**src/rtl/wdog_pkg.sv**
```systemverilog
// Package: shared constants and types for the watchdog block.
// Assumes: nothing beyond IEEE 1800-2017.
package wdog_pkg;
    // First and second key bytes of the unlock sequence.
    localparam logic [7:0] KEY_FIRST  = 8'hAA;
    localparam logic [7:0] KEY_SECOND = 8'h55;

    // Counter phase: counting toward expiry, or inside the grace period.
    typedef enum logic {
        PH_RUN   = 1'b0,
        PH_GRACE = 1'b1
    } wd_phase_e;
endpackage

```
**src/rtl/wdog_unlock.sv**
```systemverilog
// Module: unlock window generator.
// Opens a window of WIN_CLKS clocks once KEY_FIRST and then KEY_SECOND
// are written on consecutive clocks. A new sequence reloads the window.
// Assumes: key writes come as one-clock strobes on ta_wr_i.
module wdog_unlock
    import wdog_pkg::*;
#(
    parameter int WIN_CLKS = 4
) (
    input  logic       clk,
    input  logic       rst_n,
    input  logic       ta_wr_i,
    input  logic [7:0] ta_byte_i,
    output logic       win_open_o
);
    localparam int WW = $clog2(WIN_CLKS + 1);

    logic          first_seen;
    logic [WW-1:0] win_left;
    logic          key_done;

    assign key_done = first_seen && ta_wr_i && (ta_byte_i == KEY_SECOND);

    // Remember whether the previous clock carried the first key byte.
    always_ff @(posedge clk) begin
        if (!rst_n) first_seen <= 1'b0;
        else        first_seen <= ta_wr_i && (ta_byte_i == KEY_FIRST);
    end

    // Load the window on a completed key, then count it down to closed.
    always_ff @(posedge clk) begin
        if (!rst_n)              win_left <= '0;
        else if (key_done)       win_left <= WW'(WIN_CLKS);
        else if (win_left != '0) win_left <= win_left - 1'b1;
    end

    assign win_open_o = (win_left != '0);
endmodule

```
**src/rtl/wdog_count.sv**
```systemverilog
// Module: free-running expiry counter with a fixed grace period.
// Counts from zero after reset. The select picks one of four
// power-of-two lengths, each shortened by SCALE_SH. On reaching it, the
// module pulses irq_set_o and enters a grace period of GRACE_CLKS
// clocks. At the end of the grace period it pulses rst_set_o and wraps
// to zero. A qualified restart zeroes everything and wins over both pulses.
// Assumes: SCALE_SH <= EXP_MIN - 2, so every length is at least 4.
module wdog_count
    import wdog_pkg::*;
#(
    parameter int EXP_MIN    = 17,
    parameter int EXP_STEP   = 3,
    parameter int SCALE_SH   = 0,
    parameter int GRACE_CLKS = 512
) (
    input  logic       clk,
    input  logic       rst_n,
    input  logic [1:0] sel_i,
    input  logic       restart_i,
    output logic       irq_set_o,
    output logic       rst_set_o
);
    localparam int NSEL    = 4;
    localparam int EXP_TOP = EXP_MIN + (NSEL - 1) * EXP_STEP - SCALE_SH;
    localparam int CW      = EXP_TOP + 1;
    localparam int GW      = $clog2(GRACE_CLKS);

    logic [CW-1:0] last_cnt [NSEL];
    logic [CW-1:0] cnt;
    logic [GW-1:0] gcnt;
    wd_phase_e     phase;
    logic          expire;
    logic          grace_end;

    // One terminal count per select code, computed from the parameters.
    for (genvar g = 0; g < NSEL; g++) begin : g_lim
        localparam int SH = EXP_MIN + g * EXP_STEP - SCALE_SH;
        assign last_cnt[g] = (CW'(1) << SH) - CW'(1);
    end

    // Compare against the current select so a change applies at once.
    assign expire    = (phase == PH_RUN) && (cnt >= last_cnt[sel_i]);
    assign grace_end = (phase == PH_GRACE) && (gcnt == GW'(GRACE_CLKS - 1));

    assign irq_set_o = expire && !restart_i;
    assign rst_set_o = grace_end && !restart_i;

    // Advance the counter, step between phases and honour restarts.
    always_ff @(posedge clk) begin
        if (!rst_n || restart_i) begin
            cnt   <= '0;
            gcnt  <= '0;
            phase <= PH_RUN;
        end else if (phase == PH_RUN) begin
            if (expire) begin
                phase <= PH_GRACE;
                gcnt  <= '0;
                cnt   <= '0;
            end else begin
                cnt <= cnt + 1'b1;
            end
        end else begin
            if (grace_end) begin
                phase <= PH_RUN;
                cnt   <= '0;
            end else begin
                gcnt <= gcnt + 1'b1;
            end
        end
    end
endmodule

```
**src/rtl/wdog_flags.sv**
```systemverilog
// Module: sticky flags, reset enable register and output gating.
// Flags set on the counter's pulses and clear on their strobes, with set
// taking priority. The reset request is a registered one-clock pulse.
// Assumes: en_wr_i is already qualified by the unlock window.
module wdog_flags (
    input  logic clk,
    input  logic rst_n,
    input  logic irq_set_i,
    input  logic rst_set_i,
    input  logic clr_irq_i,
    input  logic clr_rst_i,
    input  logic en_wr_i,
    input  logic en_val_i,
    input  logic irq_en_i,
    output logic irq_flag_o,
    output logic rst_flag_o,
    output logic irq_o,
    output logic rst_req_o,
    output logic rst_en_o
);
    logic irq_flag;
    logic rst_flag;
    logic rst_en;
    logic rst_req;

    // Warning flag: set wins over clear.
    always_ff @(posedge clk) begin
        if (!rst_n)         irq_flag <= 1'b0;
        else if (irq_set_i) irq_flag <= 1'b1;
        else if (clr_irq_i) irq_flag <= 1'b0;
    end

    // Reset flag: set wins over clear.
    always_ff @(posedge clk) begin
        if (!rst_n)         rst_flag <= 1'b0;
        else if (rst_set_i) rst_flag <= 1'b1;
        else if (clr_rst_i) rst_flag <= 1'b0;
    end

    // Reset enable, written only through the qualified strobe.
    always_ff @(posedge clk) begin
        if (!rst_n)       rst_en <= 1'b0;
        else if (en_wr_i) rst_en <= en_val_i;
    end

    // One-clock reset request at the reset point when enabled.
    always_ff @(posedge clk) begin
        if (!rst_n) rst_req <= 1'b0;
        else        rst_req <= rst_set_i && rst_en;
    end

    assign irq_flag_o = irq_flag;
    assign rst_flag_o = rst_flag;
    assign irq_o      = irq_flag && irq_en_i;
    assign rst_req_o  = rst_req;
    assign rst_en_o   = rst_en;
endmodule

```
**src/rtl/wdog_warn.sv**
```systemverilog
// Module: watchdog top level.
// Ties the unlock window, the expiry counter and the flag logic together.
// Protected writes are qualified by the window here.
// Assumes: all inputs are synchronous to clk.
module wdog_warn #(
    parameter int EXP_MIN    = 17,
    parameter int EXP_STEP   = 3,
    parameter int SCALE_SH   = 0,
    parameter int GRACE_CLKS = 512,
    parameter int WIN_CLKS   = 4
) (
    input  logic       clk,
    input  logic       rst_n,
    input  logic [1:0] sel_i,
    input  logic       irq_en_i,
    input  logic       rst_en_wr_i,
    input  logic       rst_en_val_i,
    input  logic       restart_i,
    input  logic       clr_irq_i,
    input  logic       clr_rst_i,
    input  logic       ta_wr_i,
    input  logic [7:0] ta_byte_i,
    output logic       irq_flag_o,
    output logic       rst_flag_o,
    output logic       irq_o,
    output logic       rst_req_o,
    output logic       rst_en_o
);
    logic win_open;
    logic restart_ok;
    logic en_wr_ok;
    logic irq_set_w;
    logic rst_set_w;

    assign restart_ok = restart_i && win_open;
    assign en_wr_ok   = rst_en_wr_i && win_open;

    wdog_unlock #(
        .WIN_CLKS (WIN_CLKS)
    ) u_unlock (
        .clk        (clk),
        .rst_n      (rst_n),
        .ta_wr_i    (ta_wr_i),
        .ta_byte_i  (ta_byte_i),
        .win_open_o (win_open)
    );

    wdog_count #(
        .EXP_MIN    (EXP_MIN),
        .EXP_STEP   (EXP_STEP),
        .SCALE_SH   (SCALE_SH),
        .GRACE_CLKS (GRACE_CLKS)
    ) u_count (
        .clk       (clk),
        .rst_n     (rst_n),
        .sel_i     (sel_i),
        .restart_i (restart_ok),
        .irq_set_o (irq_set_w),
        .rst_set_o (rst_set_w)
    );

    wdog_flags u_flags (
        .clk        (clk),
        .rst_n      (rst_n),
        .irq_set_i  (irq_set_w),
        .rst_set_i  (rst_set_w),
        .clr_irq_i  (clr_irq_i),
        .clr_rst_i  (clr_rst_i),
        .en_wr_i    (en_wr_ok),
        .en_val_i   (rst_en_val_i),
        .irq_en_i   (irq_en_i),
        .irq_flag_o (irq_flag_o),
        .rst_flag_o (rst_flag_o),
        .irq_o      (irq_o),
        .rst_req_o  (rst_req_o),
        .rst_en_o   (rst_en_o)
    );
endmodule

```
**config.mk**
```make
export PLATFORM = sky130hd
export DESIGN_NAME = wdog_warn
export DESIGN_NICKNAME = d
export VERILOG_FILES = /design/src/rtl/wdog_pkg.sv /design/src/rtl/wdog_unlock.sv /design/src/rtl/wdog_count.sv /design/src/rtl/wdog_flags.sv /design/src/rtl/wdog_warn.sv
export SDC_FILE = /design/constraint.sdc
export NUM_CORES = 1
export LEC_CHECK = 0
export BUFFER_PORTS_ARGS = -buffer_cell sky130_fd_sc_hd__buf_2
export CAP_MARGIN = 20
export CELL_PAD_IN_SITES_DETAIL_PLACEMENT = 0
export CELL_PAD_IN_SITES_GLOBAL_PLACEMENT = 1
export CORE_ASPECT_RATIO = 0.75
export CORE_MARGIN = 4
export CORE_UTILIZATION = 35
export CTS_BUF_LIST = sky130_fd_sc_hd__clkbuf_8
export DETAILED_ROUTE_END_ITERATION = 10
export PLACE_DENSITY = 0.68
export SLEW_MARGIN = 20
export SYNTH_ARGS = -nofsm -noshare
export SYNTH_HDL_FRONTEND = slang
export SYNTH_HIERARCHICAL = 1
export SYNTH_SLANG_ARGS = --single-unit
```
**constraint.sdc**
```tcl
create_clock -name clk -period 6.3 [get_ports clk]
set_input_delay 0.945 -clock clk [delete_from_list [all_inputs] [get_ports clk]]
set_output_delay 0.945 -clock clk [all_outputs]
set_load 0.01 [all_outputs]
```
==> impl_metrics.py <==
metrics = {
    "global_route": {
        "grt_pass1_vias": 2001,
        "grt_use_total_pct": 13.67,
        "grt_pass1_wl_mm": 9.749,
        "grt_overflow": 0,
        "grt_max_degree": 20,
        "antenna_found_initial": 0,
    },
    "sta": {
        "clock.fmax_mhz": 294.4,
        "finalSetupViolCount": 0,
        "max_slew_margin_pct": 52.85,
        "worstMarginPinSlew_ns": 0.7049,
        "fin_crit_ns": 3.396,
        "hold_viol_final": 0,
        "drv_slew": 0,
        "final.setup.worst_slack_ns": 2.904,
        "clock_skew_ns": 0.006219,
        "fin_hold_ws_ns": 0.4740,
        "setup_tns_ns": 0,
        "rsz0062_at_grt": "false",
        "post-route-period-util_pct": 53.91,
    },
    "pwr": {
        "p_int_mw": 0.4227,
        "switchingPower_mw": 0.1860,
        "p_per_area_mw_per_mm2": 215.9,
        "total_power_mw": 0.6087,
        "p_leak_nw": 1.135,
        "ir_worst_vdd_uv": 109.6,
        "clkPwrFrac_pct": 29.4,
        "pwr-share-comb_pct": 18.8,
        "p_sw_share_pct": 30.55,
        "pwr-share-seq_pct": 51.8,
    },
    "routing": {
        "drc_errors": 0,
        "firstDrtPassIters": 4,
        "ant_nets": 0,
        "vias": 2208,
        "via_per_inst": 5.295,
        "wl_mm": 5.737,
        "drt-initial-drc-count": 108,
        "routedWlPerCell_um": 13.76,
    },
    "clock_network": {
        "postCtsHoldBufs": 0,
        "cts_buffer_depth": 2,
        "post_cts_buffers": 0,
        "cts_resized": 0,
        "htreeDepth": 2,
        "clockRootBuffer": "clkbuf_8",
        "clk_pin_slew_ns": 0.09,
        "insertion_delay_ns": 0.30,
        "clkSinkCount": 45,
        "cts_tree": "yes",
        "numCtsBuffers": 5,
    },
    "logic_synthesis": {
        "syn_nets": 330,
        "ys_ff_latch": 45,
        "ys_async_sr_fraction_pct": 0,
        "syn_avg_cell_area_um2": 8.627,
        "yosysWarnings": 6,
        "ys_types": 56,
        "synth-compound-area-share_pct": 20.92,
        "synth_ff_type": "dfxtp_1",
        "synth_top_family_by_area": "simple AND/OR/NAND/NOR gates",
        "yosys-mux-area-fraction_pct": 1.176,
        "ys_seq_area_share_pct": 35.28,
        "syn_inst": 296,
        "yosys.area_share.simple_pct": 28.91,
        "synth-adder-area-share_pct": 7.349,
        "syn_area_mm2": 0.002554,
        "synth_edf_count": 0,
        "synth-xor-area-share_pct": 1.372,
    },
    "critical_path": {
        "start_kind": "input port",
        "path_max_fanout": 19,
        "timing.rr.end": "u_count/cnt[14]",
        "cp.required_ns": 6.50,
        "end_kind": "flop",
        "rr_startpoint": "u_count/cnt[24]",
        "critPathLaunch": "sel_i[1]",
        "reg2reg_slack_ns": 3.43,
        "critPathArrivalTime_ns": 3.60,
        "critPathKind": "input port to flop",
        "cp-endpoint": "u_count/cnt[14]",
        "reg2reg_depth": 7,
    },
    "layout": {
        "multi_input_area_mm2": 0.001541,
        "area_delta_synth_final_pct": 10.39,
        "layout-drive-gt1-share_pct": 15.36,
        "post-route-util_pct": 40.49,
        "final_nets": 352,
        "diodes": 0,
        "layout_commonest_cell": "dfxtp_1",
        "mostFrequentLayoutCells": "dfxtp_1, nand2_1, buf_2",
        "register_area_um2": 900.9,
        "nFillCells": 718,
    },
    "place": {
        "dp_slack_ns": 2.570,
        "gp_congestion": 0.7734,
        "hpwl_mm": 4.154,
        "io_buffers": 23,
    },
    "floorplanning": {
        "coreArea_mm2": 0.006962,
        "dieArea_mm2": 0.008741,
        "rows": 26,
        "io-pin-count": 24,
        "die_y_um": 81.98,
        "start_util_pct": 36.68,
        "die_w_um": 106.6,
    },
    "run_status": {
        "outcome": "finished, final reports clean",
    },
    "min_path": {
        "hp-class": "flop to flop",
    },
    "job": {
        "drv_cap": 0,
    },
}
-- worst max-delay path: stages --
cell      delay [ns]
buf_2           0.09
nand2_1         0.11
ha_1            0.37
nand4b_4        0.12
or4_4           0.58
nor4_4          0.39
or3_1           0.60
o21ai_0         0.16
a21o_1          0.21
-- cells by family (layout without fill, tap and decap cells) --
group / after synthesis / in the layout
compound gates: 81 / 81
flops: 45 / 45
mux: 3 / 3
simple gates: 126 / 126
fa+ha+maj: 15 / 15
buf+inv: 22 / 45
xor+xnor: 4 / 4
-- through the flow --
step | std cells | cell area, µm²
floorplan | 296 | 2554
global placement | 409 | 2730
detailed placement | 409 | 2730
CTS | 417 | 2813
global route | 417 | 2819
finish | 417 | 2819
-- layout make-up --
type / count / share of cell area [%]
Inverter: 13 / 1.731
Timing Repair Buffer: 24 / 4.350
Tap cell: 98 / 4.350
Sequential cell: 45 / 31.96
Clock inverter: 3 / 0.4882
Multi-Input combinational cell: 229 / 54.68
Clock buffer: 5 / 2.441
-- worst min-delay path by stage --
| stage | slack, ns | startpoint | to | cells after the start |
|---|---|---|---|---|
| CTS | 0.47 | u_count/cnt[26] | u_count/cnt[26] | 2 |
| global route | 0.49 | u_count/cnt[26] | u_count/cnt[26] | 2 |
| global placement | 0.45 | u_count/cnt[26] | u_count/cnt[26] | 2 |
| floorplan | 0.43 | u_count/cnt[5] | u_count/cnt[5] | 1 |
| finish | 0.47 | u_count/cnt[26] | u_count/cnt[26] | 2 |
| detailed placement | 0.46 | u_count/cnt[26] | u_count/cnt[26] | 2 |
-- synthesized netlist by cell type, types with 2 or more instances --
cell type   n  area (µm²)
nand4_1     6       37.54
ha_1       15       187.7
and3_2      2       15.01
nand2_1    31       116.4
or3_1       8       50.05
a21o_1      5       37.54
clkbuf_1    3       11.26
a21oi_1    22       110.1
and4bb_1    2       25.02
inv_1      13       48.80
nor4bb_1    2       20.02
xnor2_1     2       17.52
a32o_1      2       20.02
nor2b_1     4       25.02
and3_1     13       81.33
o211ai_1    5       37.54
o21ai_0    17       85.08
buf_6       3       33.78
a41oi_1     4       35.03
mux2i_1     3       30.03
o21a_1      7       52.55
nor3_1      9       45.04
xor2_1      2       17.52
nor3b_1     2       15.01
and2_1      2       12.51
nor2_1     16       60.06
a311oi_1    3       26.28
dfxtp_1    45       900.9
nand3_1    13       65.06
and4_1      3       26.28
a31oi_1     7       43.79
-- state kept, by name, indices dropped and copies added, names as in the netlist --
name,cells
u_unlock/win_left,3
u_flags/rst_en_o,1
u_count/phase,1
u_flags/rst_flag_o,1
u_count/cnt,27
u_unlock/first_seen,1
u_flags/irq_flag_o,1
u_count/gcnt,9
u_flags/rst_req_o,1
-- per-layer routing --
layer  vias to the layer above  part of all wire (%)  global-route usage, %
li1                       1142                     -                      -
met2                        31                    42                  20.85
met5                         -                     0                      0
met1                      1031                    54                  19.95
met4                         0                  0.59                  2.682
met3                         4                   3.4                  2.828
-- power by group through the flow --
stage          Sequential [mW]  Combinational, mW  Clock, mW
3_5_place_dp             0.321              0.115          0
6_report                 0.315              0.114      0.179
2_1_floorplan            0.317             0.0985          0
4_1_cts                  0.315              0.115      0.184
5_1_grt                  0.317              0.131      0.194
3_3_place_gp             0.320              0.114          0
(Power assumes the default switching activity.)
